`config.mk`:
```
export PLATFORM = sky130hd
export DESIGN_NAME = usb_ls_tx
export DESIGN_NICKNAME = d
export VERILOG_FILES = /design/src/rtl/usb_ls_tx.sv
export SDC_FILE = /design/constraint.sdc
export NUM_CORES = 1
export LEC_CHECK = 0
export BUFFER_PORTS_ARGS = -buffer_cell sky130_fd_sc_hd__buf_2
export CAP_MARGIN = 20
export CORE_MARGIN = 2
export CORE_UTILIZATION = 35
export CTS_CLUSTER_DIAMETER = 50
export DETAILED_ROUTE_END_ITERATION = 8
export MAX_ROUTING_LAYER = met4
export PLACE_DENSITY_LB_ADDON = 0.12
export SYNTH_ARGS = -nofsm -noshare
export SYNTH_HDL_FRONTEND = slang
export SYNTH_SLANG_ARGS = --single-unit
```
`constraint.sdc`:
```
create_clock -name clk -period 2.05 [get_ports clk]
set_input_delay 0.41 -clock clk [delete_from_list [all_inputs] [get_ports clk]]
set_output_delay 0.41 -clock clk [all_outputs]
set_load 0.05 [all_outputs]
```
`src/rtl/usb_ls_tx.sv`:
```
module usb_ls_tx #(
  parameter int CLKS_PER_BIT = 8,
  parameter int MAX_BYTES    = 12,
  parameter int ADDR_W       = 7,
  localparam int CNT_W = $clog2(MAX_BYTES + 1),
  localparam int TMR_W = $clog2(2 * CLKS_PER_BIT)
) (
  input  logic              clk,
  input  logic              rst_n,
  input  logic              start,
  input  logic [CNT_W-1:0]  byte_count,
  output logic [CNT_W-1:0]  rd_addr,
  input  logic [7:0]        rd_data,
  input  logic [ADDR_W-1:0] pend_addr,
  output logic              line_dp,
  output logic              line_dm,
  output logic              line_oe,
  output logic [ADDR_W-1:0] active_addr,
  output logic              done
);

  typedef enum logic [2:0] {S_IDLE, S_PRESET, S_SEND, S_SE0, S_EOPJ} st_t;

  st_t              state;
  logic [TMR_W-1:0] tmr;
  logic [7:0]       shreg;
  logic [2:0]       bit_idx;
  logic [CNT_W-1:0] bidx;
  logic [CNT_W-1:0] nbytes;
  logic             more;
  logic [2:0]       ones;
  logic             level;

  wire tmr_last = (state == S_SE0) ? (tmr == TMR_W'(2 * CLKS_PER_BIT - 1))
                                   : (tmr == TMR_W'(CLKS_PER_BIT - 1));
  wire launch   = (state == S_PRESET) || (state == S_SEND && tmr_last);
  wire start_ok = (state == S_IDLE) && start &&
                  (byte_count >= CNT_W'(2)) && (byte_count <= CNT_W'(MAX_BYTES));

  assign rd_addr = bidx - CNT_W'(1);
  assign line_oe = (state == S_SEND) || (state == S_SE0) || (state == S_EOPJ);
  assign line_dp = (state == S_SEND) && level;
  assign line_dm = ((state == S_SEND) && !level) || (state == S_PRESET) || (state == S_EOPJ);

  always_ff @(posedge clk) begin
    if (!rst_n) begin
      state       <= S_IDLE;
      tmr         <= '0;
      shreg       <= '0;
      bit_idx     <= '0;
      bidx        <= '0;
      nbytes      <= '0;
      more        <= 1'b0;
      ones        <= '0;
      level       <= 1'b0;
      active_addr <= '0;
      done        <= 1'b0;
    end else begin
      done <= 1'b0;
      case (state)
        S_IDLE: begin
          if (start_ok) begin
            state   <= S_PRESET;
            nbytes  <= byte_count;
            shreg   <= 8'h80;
            bit_idx <= '0;
            bidx    <= CNT_W'(1);
            more    <= 1'b1;
            ones    <= '0;
            level   <= 1'b0;
            tmr     <= '0;
          end
        end
        S_PRESET, S_SEND: begin
          if (launch) begin
            tmr <= '0;
            if (ones == 3'd6) begin
              level <= ~level;
              ones  <= '0;
              state <= S_SEND;
            end else if (!more) begin
              state <= S_SE0;
            end else begin
              state <= S_SEND;
              if (shreg[0]) begin
                ones <= ones + 3'd1;
              end else begin
                level <= ~level;
                ones  <= '0;
              end
              shreg   <= shreg >> 1;
              bit_idx <= bit_idx + 3'd1;
              if (bit_idx == 3'd7) begin
                if (bidx == nbytes) begin
                  more <= 1'b0;
                end else begin
                  shreg <= rd_data;
                  bidx  <= bidx + CNT_W'(1);
                end
              end
            end
          end else begin
            tmr <= tmr + TMR_W'(1);
          end
        end
        S_SE0: begin
          if (tmr_last) begin
            state <= S_EOPJ;
            tmr   <= '0;
          end else begin
            tmr <= tmr + TMR_W'(1);
          end
        end
        S_EOPJ: begin
          if (tmr_last) begin
            state <= S_IDLE;
            tmr   <= '0;
            done  <= 1'b1;
            if (nbytes > CNT_W'(2)) active_addr <= pend_addr;
          end else begin
            tmr <= tmr + TMR_W'(1);
          end
        end
        default: state <= S_IDLE;
      endcase
    end
  end

endmodule

```
==> Yosys cells after proc, flatten, opt, wreduce, memory -nomap -nowiden <==
Cells that the tools add are included.
{ "word_totals": {"ramBits": 0, "regBits": 39, "mem_bits_ro": 0, "in_bits": 22, "mem_count": 0, "output_inout_bits": 15, "latchBits": 0, "word_cells": 116} }
{ "op_classes": {"n_lt_le_gt_ge": 3, "n_mux": 50, "reduce_logical": 27, "div": 0, "multipliers": 0, "addsub": 5, "shifts": 0, "n_bitwise": 1, "n_eq_ne": 19} }
{ "op_table": {"columns": ["operator", "count"], "rows": [
  ["two-way mux 8 bit", 6],
  ["two-way mux 3 bit", 12],
  ["two-way mux 4 bit", 9],
  ["inequality test 2 bit (second input constant)", 8],
  ["case mux 8 bit (2 select lines)", 1],
  ["two-way mux 1 bit", 15],
  ["case mux 3 bit (2 select lines)", 2],
  ["case mux 3 bit (4 select lines)", 1],
  ["case mux 4 bit (3 select lines)", 1],
  ["AND reduction 4 bit", 3],
  ["AND reduction 5 bit", 2],
  ["== test 3 bit (second input constant)", 3],
  ["adder 4 x 1 -> 4 bit (second input constant)", 2],
  ["case mux 4 bit (2 select lines)", 1],
  ["AND reduction 7 bit", 1],
  ["adder 3 x 1 -> 3 bit (second input constant)", 2],
  ["== test 3 x 2 -> 1 bit (second input constant)", 2],
  ["logical AND 1 bit", 6],
  ["inequality test 3 bit (second input constant)", 2],
  ["AND reduction 2 bit", 3],
  ["logical OR 1 bit", 5],
  ["== test 4 x 3 -> 1 bit (second input constant)", 1],
  ["== test 4 bit", 1],
  ["== test 4 bit (second input constant)", 1],
  ["other kinds (13)", 15]
]} }

==> Depth between registers and ports, before layout <==
{ "logic_depth": {"word_depth": 7, "mapped_depth": 7, "depth_no_buf": 7} }

==> Worst setup path before layout <==
No wires, ideal clock.
{ "synth_path": {"path_kind": "flip-flop to output port", "from": "register state[0]", "to": "output line_dm", "path_stages_with_launch": 5, "required_time_ps": 1640, "arrival_time_ps": 1792, "slack_ps": -152, "path_buffers": 1, "cell_sequence": "dfxtp_1 buf_4 nor3_1 a21oi_1 o21ai_0"} }
{ "synth_via": {"elab_chain_len": 4, "elab_cells_between_ends": 6, "classes_between": "3 x eq/ne; 3 x reduce/logical"} }
{ "synth_lines": {"columns": ["element", "line_no", "rtl"], "rows": [
  ["start, declared", "24", "st_t state;"],
  ["start signal, assigned", "47", "state <= S_IDLE;"],
  ["start signal, assigned", "63", "state <= S_PRESET;"],
  ["start signal, assigned", "80", "state <= S_SEND;"],
  ["== test 3 x 2 -> 1 bit", "43", "assign line_dm = ((state == S_SEND) && !level) || (state == S_PRESET) || (state == S_EOPJ);"],
  ["logical AND 1 bit", "43", null],
  ["logical OR 1 bit", "43", null],
  ["logical OR 1 bit (*)", "43", null],
  ["end, declared", "16", "output logic line_dm,"]
]} }
Every way passes the cells marked *; elsewhere a longest branch is shown, timed or not.

==> Final worst setup path <==
{ "layout_path": {"from": "register bidx[0]", "to": "output rd_addr[1]"} }
{ "layout_via": {"elab_chain_len": 1} }
{ "layout_lines": {"columns": ["element", "line_no", "rtl"], "rows": [
  ["start, declared", "28", "logic [CNT_W-1:0] bidx;"],
  ["start signal, assigned", "98", "bidx <= bidx + CNT_W'(1);"],
  ["subtractor 4 x 1 -> 4 bit", "40", "assign rd_addr = bidx - CNT_W'(1);"],
  ["end, declared", "12", "output logic [CNT_W-1:0] rd_addr,"]
]} }
Every way passes these cells.

==> flow_metrics.env <==
export IMPL_result_of_the_run="finished clean"
export IMPL_avgViaCountPerCell=5.07
export IMPL_worst_setup_path_end_kind="output pin"
export IMPL_endpoint_required_time_on_the_critical_path_ns=1.64
export IMPL_vdd_ir_drop_max_v=0.000400
export IMPL_r2r_start="tmr[0]"
export IMPL_hold_viol_final=0
export IMPL_wire_per_inst_um=13.4
export IMPL_drc_violation_total_after_the_first_tritonroute_iteration=52
export IMPL_grtUsageMet1=0.214
export IMPL_antenna_violations_before_repair=0
export IMPL_rsz_0062_raised_after_global_routing="false"
export IMPL_yosys_warning_count=0
export IMPL_antenna_diode_count=0
export IMPL_busiest_layer="met2"
export IMPL_final_cell_count_no_fill=336
export IMPL_hold_buffers=0
export IMPL_drt_first_pass_iters=4
export IMPL_max_slew_margin=0.651
export IMPL_die_height_um=79.9
export IMPL_place_hpwl_um=3330
export IMPL_drc_errors=0
export IMPL_cp_max_fo=5
export IMPL_floorplan_initialDensity=0.364
export IMPL_drt_antenna_violating_nets=0
export IMPL_crit_reg2reg_capture="level"
export IMPL_hold_start="pend_addr[6]"
export IMPL_grt_use_met3=0.0385
export IMPL_post_cts_setup_buffer_count=0
export IMPL_fin_tns_setup_ns=0
export IMPL_ctsResizeCount=2
export IMPL_final_layout_size_suffix_gt1_frac=0.265
export IMPL_crit_type="flip-flop to output pin"
export IMPL_die_area_sq_um=6380
export IMPL_clkLatencyLatePin_ns=0.29
export IMPL_clkSinkCount=39
export IMPL_globalRouteTotalUtil=0.161
export IMPL_core_rowCount=27
export IMPL_met2_usage=0.243
export IMPL_max_cap_viols=0
export IMPL_post_route_min_period_ns=1.93
export IMPL_die_x_um=79.9
export IMPL_synthesis_instances=220
export IMPL_grt_first_pass_wirelength_um=7740
export IMPL_cts_root_buf="sky130_fd_sc_hd__clkbuf_8"
export IMPL_dp_cells=329
export IMPL_fin_area_sq_um=2430
export IMPL_ctsLongestPathBuffers=2
export IMPL_grt_max_degree=15
export IMPL_overflow=0
export IMPL_cp_data_arrival_time_ns=1.52
export IMPL_final_cell_mix="37 x sky130_fd_sc_hd__dfxtp_1, 36 x sky130_fd_sc_hd__buf_2, 23 x sky130_fd_sc_hd__nor2_1, 19 x sky130_fd_sc_hd__mux2i_1"
export IMPL_avgSynthCellArea_sq_um=9.16
export IMPL_crit_path_start="bidx[0]"
export IMPL_totalWireLength_um=4520
export IMPL_post_route_period_util=0.939
export IMPL_areaGrowthSynthToFinish_pct=20.9
export IMPL_synth_main_ff_cell="sky130_fd_sc_hd__dfxtp_1"
export IMPL_nets=293
export IMPL_mappedNetlistArea_sq_um=2010
export IMPL_regToRegSetupSlack_ns=0.13
export IMPL_achievable_frequency_mhz=519
export IMPL_whs_path_depth=3
export IMPL_boundaryPins=37
export IMPL_ys_seq_elements=39
export IMPL_timing_max_transition_violations_final=0
export IMPL_placed_area_sq_um=2310
export IMPL_ff2ff_path_depth=6
export IMPL_cts_inserted_buffers=5
export IMPL_synth_fp_nets=249
export IMPL_critPathLaunchType="flip-flop"
export IMPL_synth_enable_flop_cells=0
export IMPL_count_of_different_cell_masters_after_synthesis=51
export IMPL_clock_skew_final_ns=0.0122
export IMPL_final_fill_count=582
export IMPL_synth_sequential_area_ratio=0.388
export IMPL_total_leakage_power_nw=0.959
export IMPL_holdCritPathClass="primary input to flip-flop"
export IMPL_h_tree_depth=2
export IMPL_most_frequent_standard_cell_in_the_layout_excluding_fill_and_tap_cells="sky130_fd_sc_hd__dfxtp_1"
export IMPL_numPortBuffers=36
export IMPL_clk_pin_slew_ns=0.08
export IMPL_tritoncts="yes"
export IMPL_async_flop_share=0
export IMPL_setup_violations=0
export IMPL_core_area_sq_um=5540
export IMPL_worstHoldEndpoint="active_addr[6]"
export IMPL_first_global_vias=1615
export IMPL_routed_via_count=1705
export IMPL_gp_weighted_congestion=0.740
export IMPL_timing_worst_slew_pin_value_ns=0.522
export IMPL_p_per_area_nw_per_um2=1030
[layer usage]
metal | routed length (um) | vias to the layer above
met5 | 0 | -
met2 | 1930 | 41
met1 | 2310 | 775
met4 | 60 | 0
li1 | - | 884
met3 | 216 | 5
[per-stage QoR]
stage	hold slack, ns	util	worst slack [ns]	power [mW]
floorplan	0.432	-	0.177	1.66
global placement	0.449	0.417	0.177	1.89
detailed placement	0.452	0.417	0.126	1.89
CTS	0.341	0.436	0.0844	2.51
global route	0.354	0.439	0.000242	2.68
finish	0.352	0.439	0.125	2.50
[worst max-delay path by stage]
stage,to,slack [ns],depth (start not counted)
global placement,tmr[2],0.18,6
global route,level,0.0002,6
CTS,line_oe,0.08,4
finish,rd_addr[1],0.12,4
detailed placement,level,0.13,6
floorplan,rd_addr[2],0.18,3
[area by class of cell]
| cell class | instances | area [sq um] | share of cell area |
|---|---|---|---|
| inverters | 10 | 37.5 | 0.0154 |
| clock buffers | 6 | 72.6 | 0.0298 |
| clock inverters | 1 | 30.0 | 0.0123 |
| flip-flops and latches | 39 | 783 | 0.322 |
| multi-input cells | 162 | 1170 | 0.479 |
| well taps | 72 | 90.1 | 0.0370 |
| repair buffers | 46 | 255 | 0.105 |
[report_power, final]
| part | total (mW) | leakage, nW | switching, mW | internal, mW |
|---|---|---|---|---|
| Clock | 0.608 | 0.0513 | 0.252 | 0.357 |
| Combinational | 0.960 | 0.592 | 0.624 | 0.336 |
| Sequential | 0.932 | 0.317 | 0.107 | 0.826 |
[synthesized netlist by cell type (3+ instances only)]
master	instances	area [sq um]
sky130_fd_sc_hd__dfxtp_1	39	781
sky130_fd_sc_hd__nor2_1	23	86.3
sky130_fd_sc_hd__mux2i_1	19	190
sky130_fd_sc_hd__a21oi_1	12	60.1
sky130_fd_sc_hd__nand2_1	11	41.3
sky130_fd_sc_hd__o21ai_0	11	55.1
sky130_fd_sc_hd__inv_1	9	33.8
sky130_fd_sc_hd__nand3_1	8	40.0
sky130_fd_sc_hd__ha_1	7	87.6
sky130_fd_sc_hd__nor3_1	7	35.0
sky130_fd_sc_hd__o2bb2ai_1	7	61.3
sky130_fd_sc_hd__xor2_1	7	61.3
sky130_fd_sc_hd__nand4_1	4	25.0
sky130_fd_sc_hd__and4_1	3	26.3
sky130_fd_sc_hd__clkbuf_1	3	11.3
sky130_fd_sc_hd__nand2b_1	3	18.8
sky130_fd_sc_hd__nor4_1	3	18.8
[cells by family (layout without fill, tap and decap cells)]
| family | Yosys count | after routing | share of synthesized area |
|---|---|---|---|
| buffers and inverters | 19 | 63 | 0.0478 |
| xor gates and xnor gates | 8 | 8 | 0.0385 |
| DFF | 39 | 39 | 0.388 |
| muxes | 20 | 20 | 0.100 |
| adders and majority gates | 7 | 7 | 0.0435 |
| and+or+nand+nor | 76 | 76 | 0.209 |
| AOI/OAI and AO/OA | 51 | 51 | 0.173 |
[critical path, stage by stage (launching register included)]
cell and delay [ns]:
sky130_fd_sc_hd__dfxtp_1 0.44, sky130_fd_sc_hd__inv_1 0.13, sky130_fd_sc_hd__ha_1 0.34, sky130_fd_sc_hd__inv_1 0.06, sky130_fd_sc_hd__buf_2 0.25
[registers in the layout, summed over array words and instances, names as in the netlist]
signal and count:
bidx 4, more 1, level 1, tmr 4
shreg 8, ones 3, state 3, nbytes 4
bit_idx 3, done 1, active_addr 7
(Power assumes the default switching activity.)
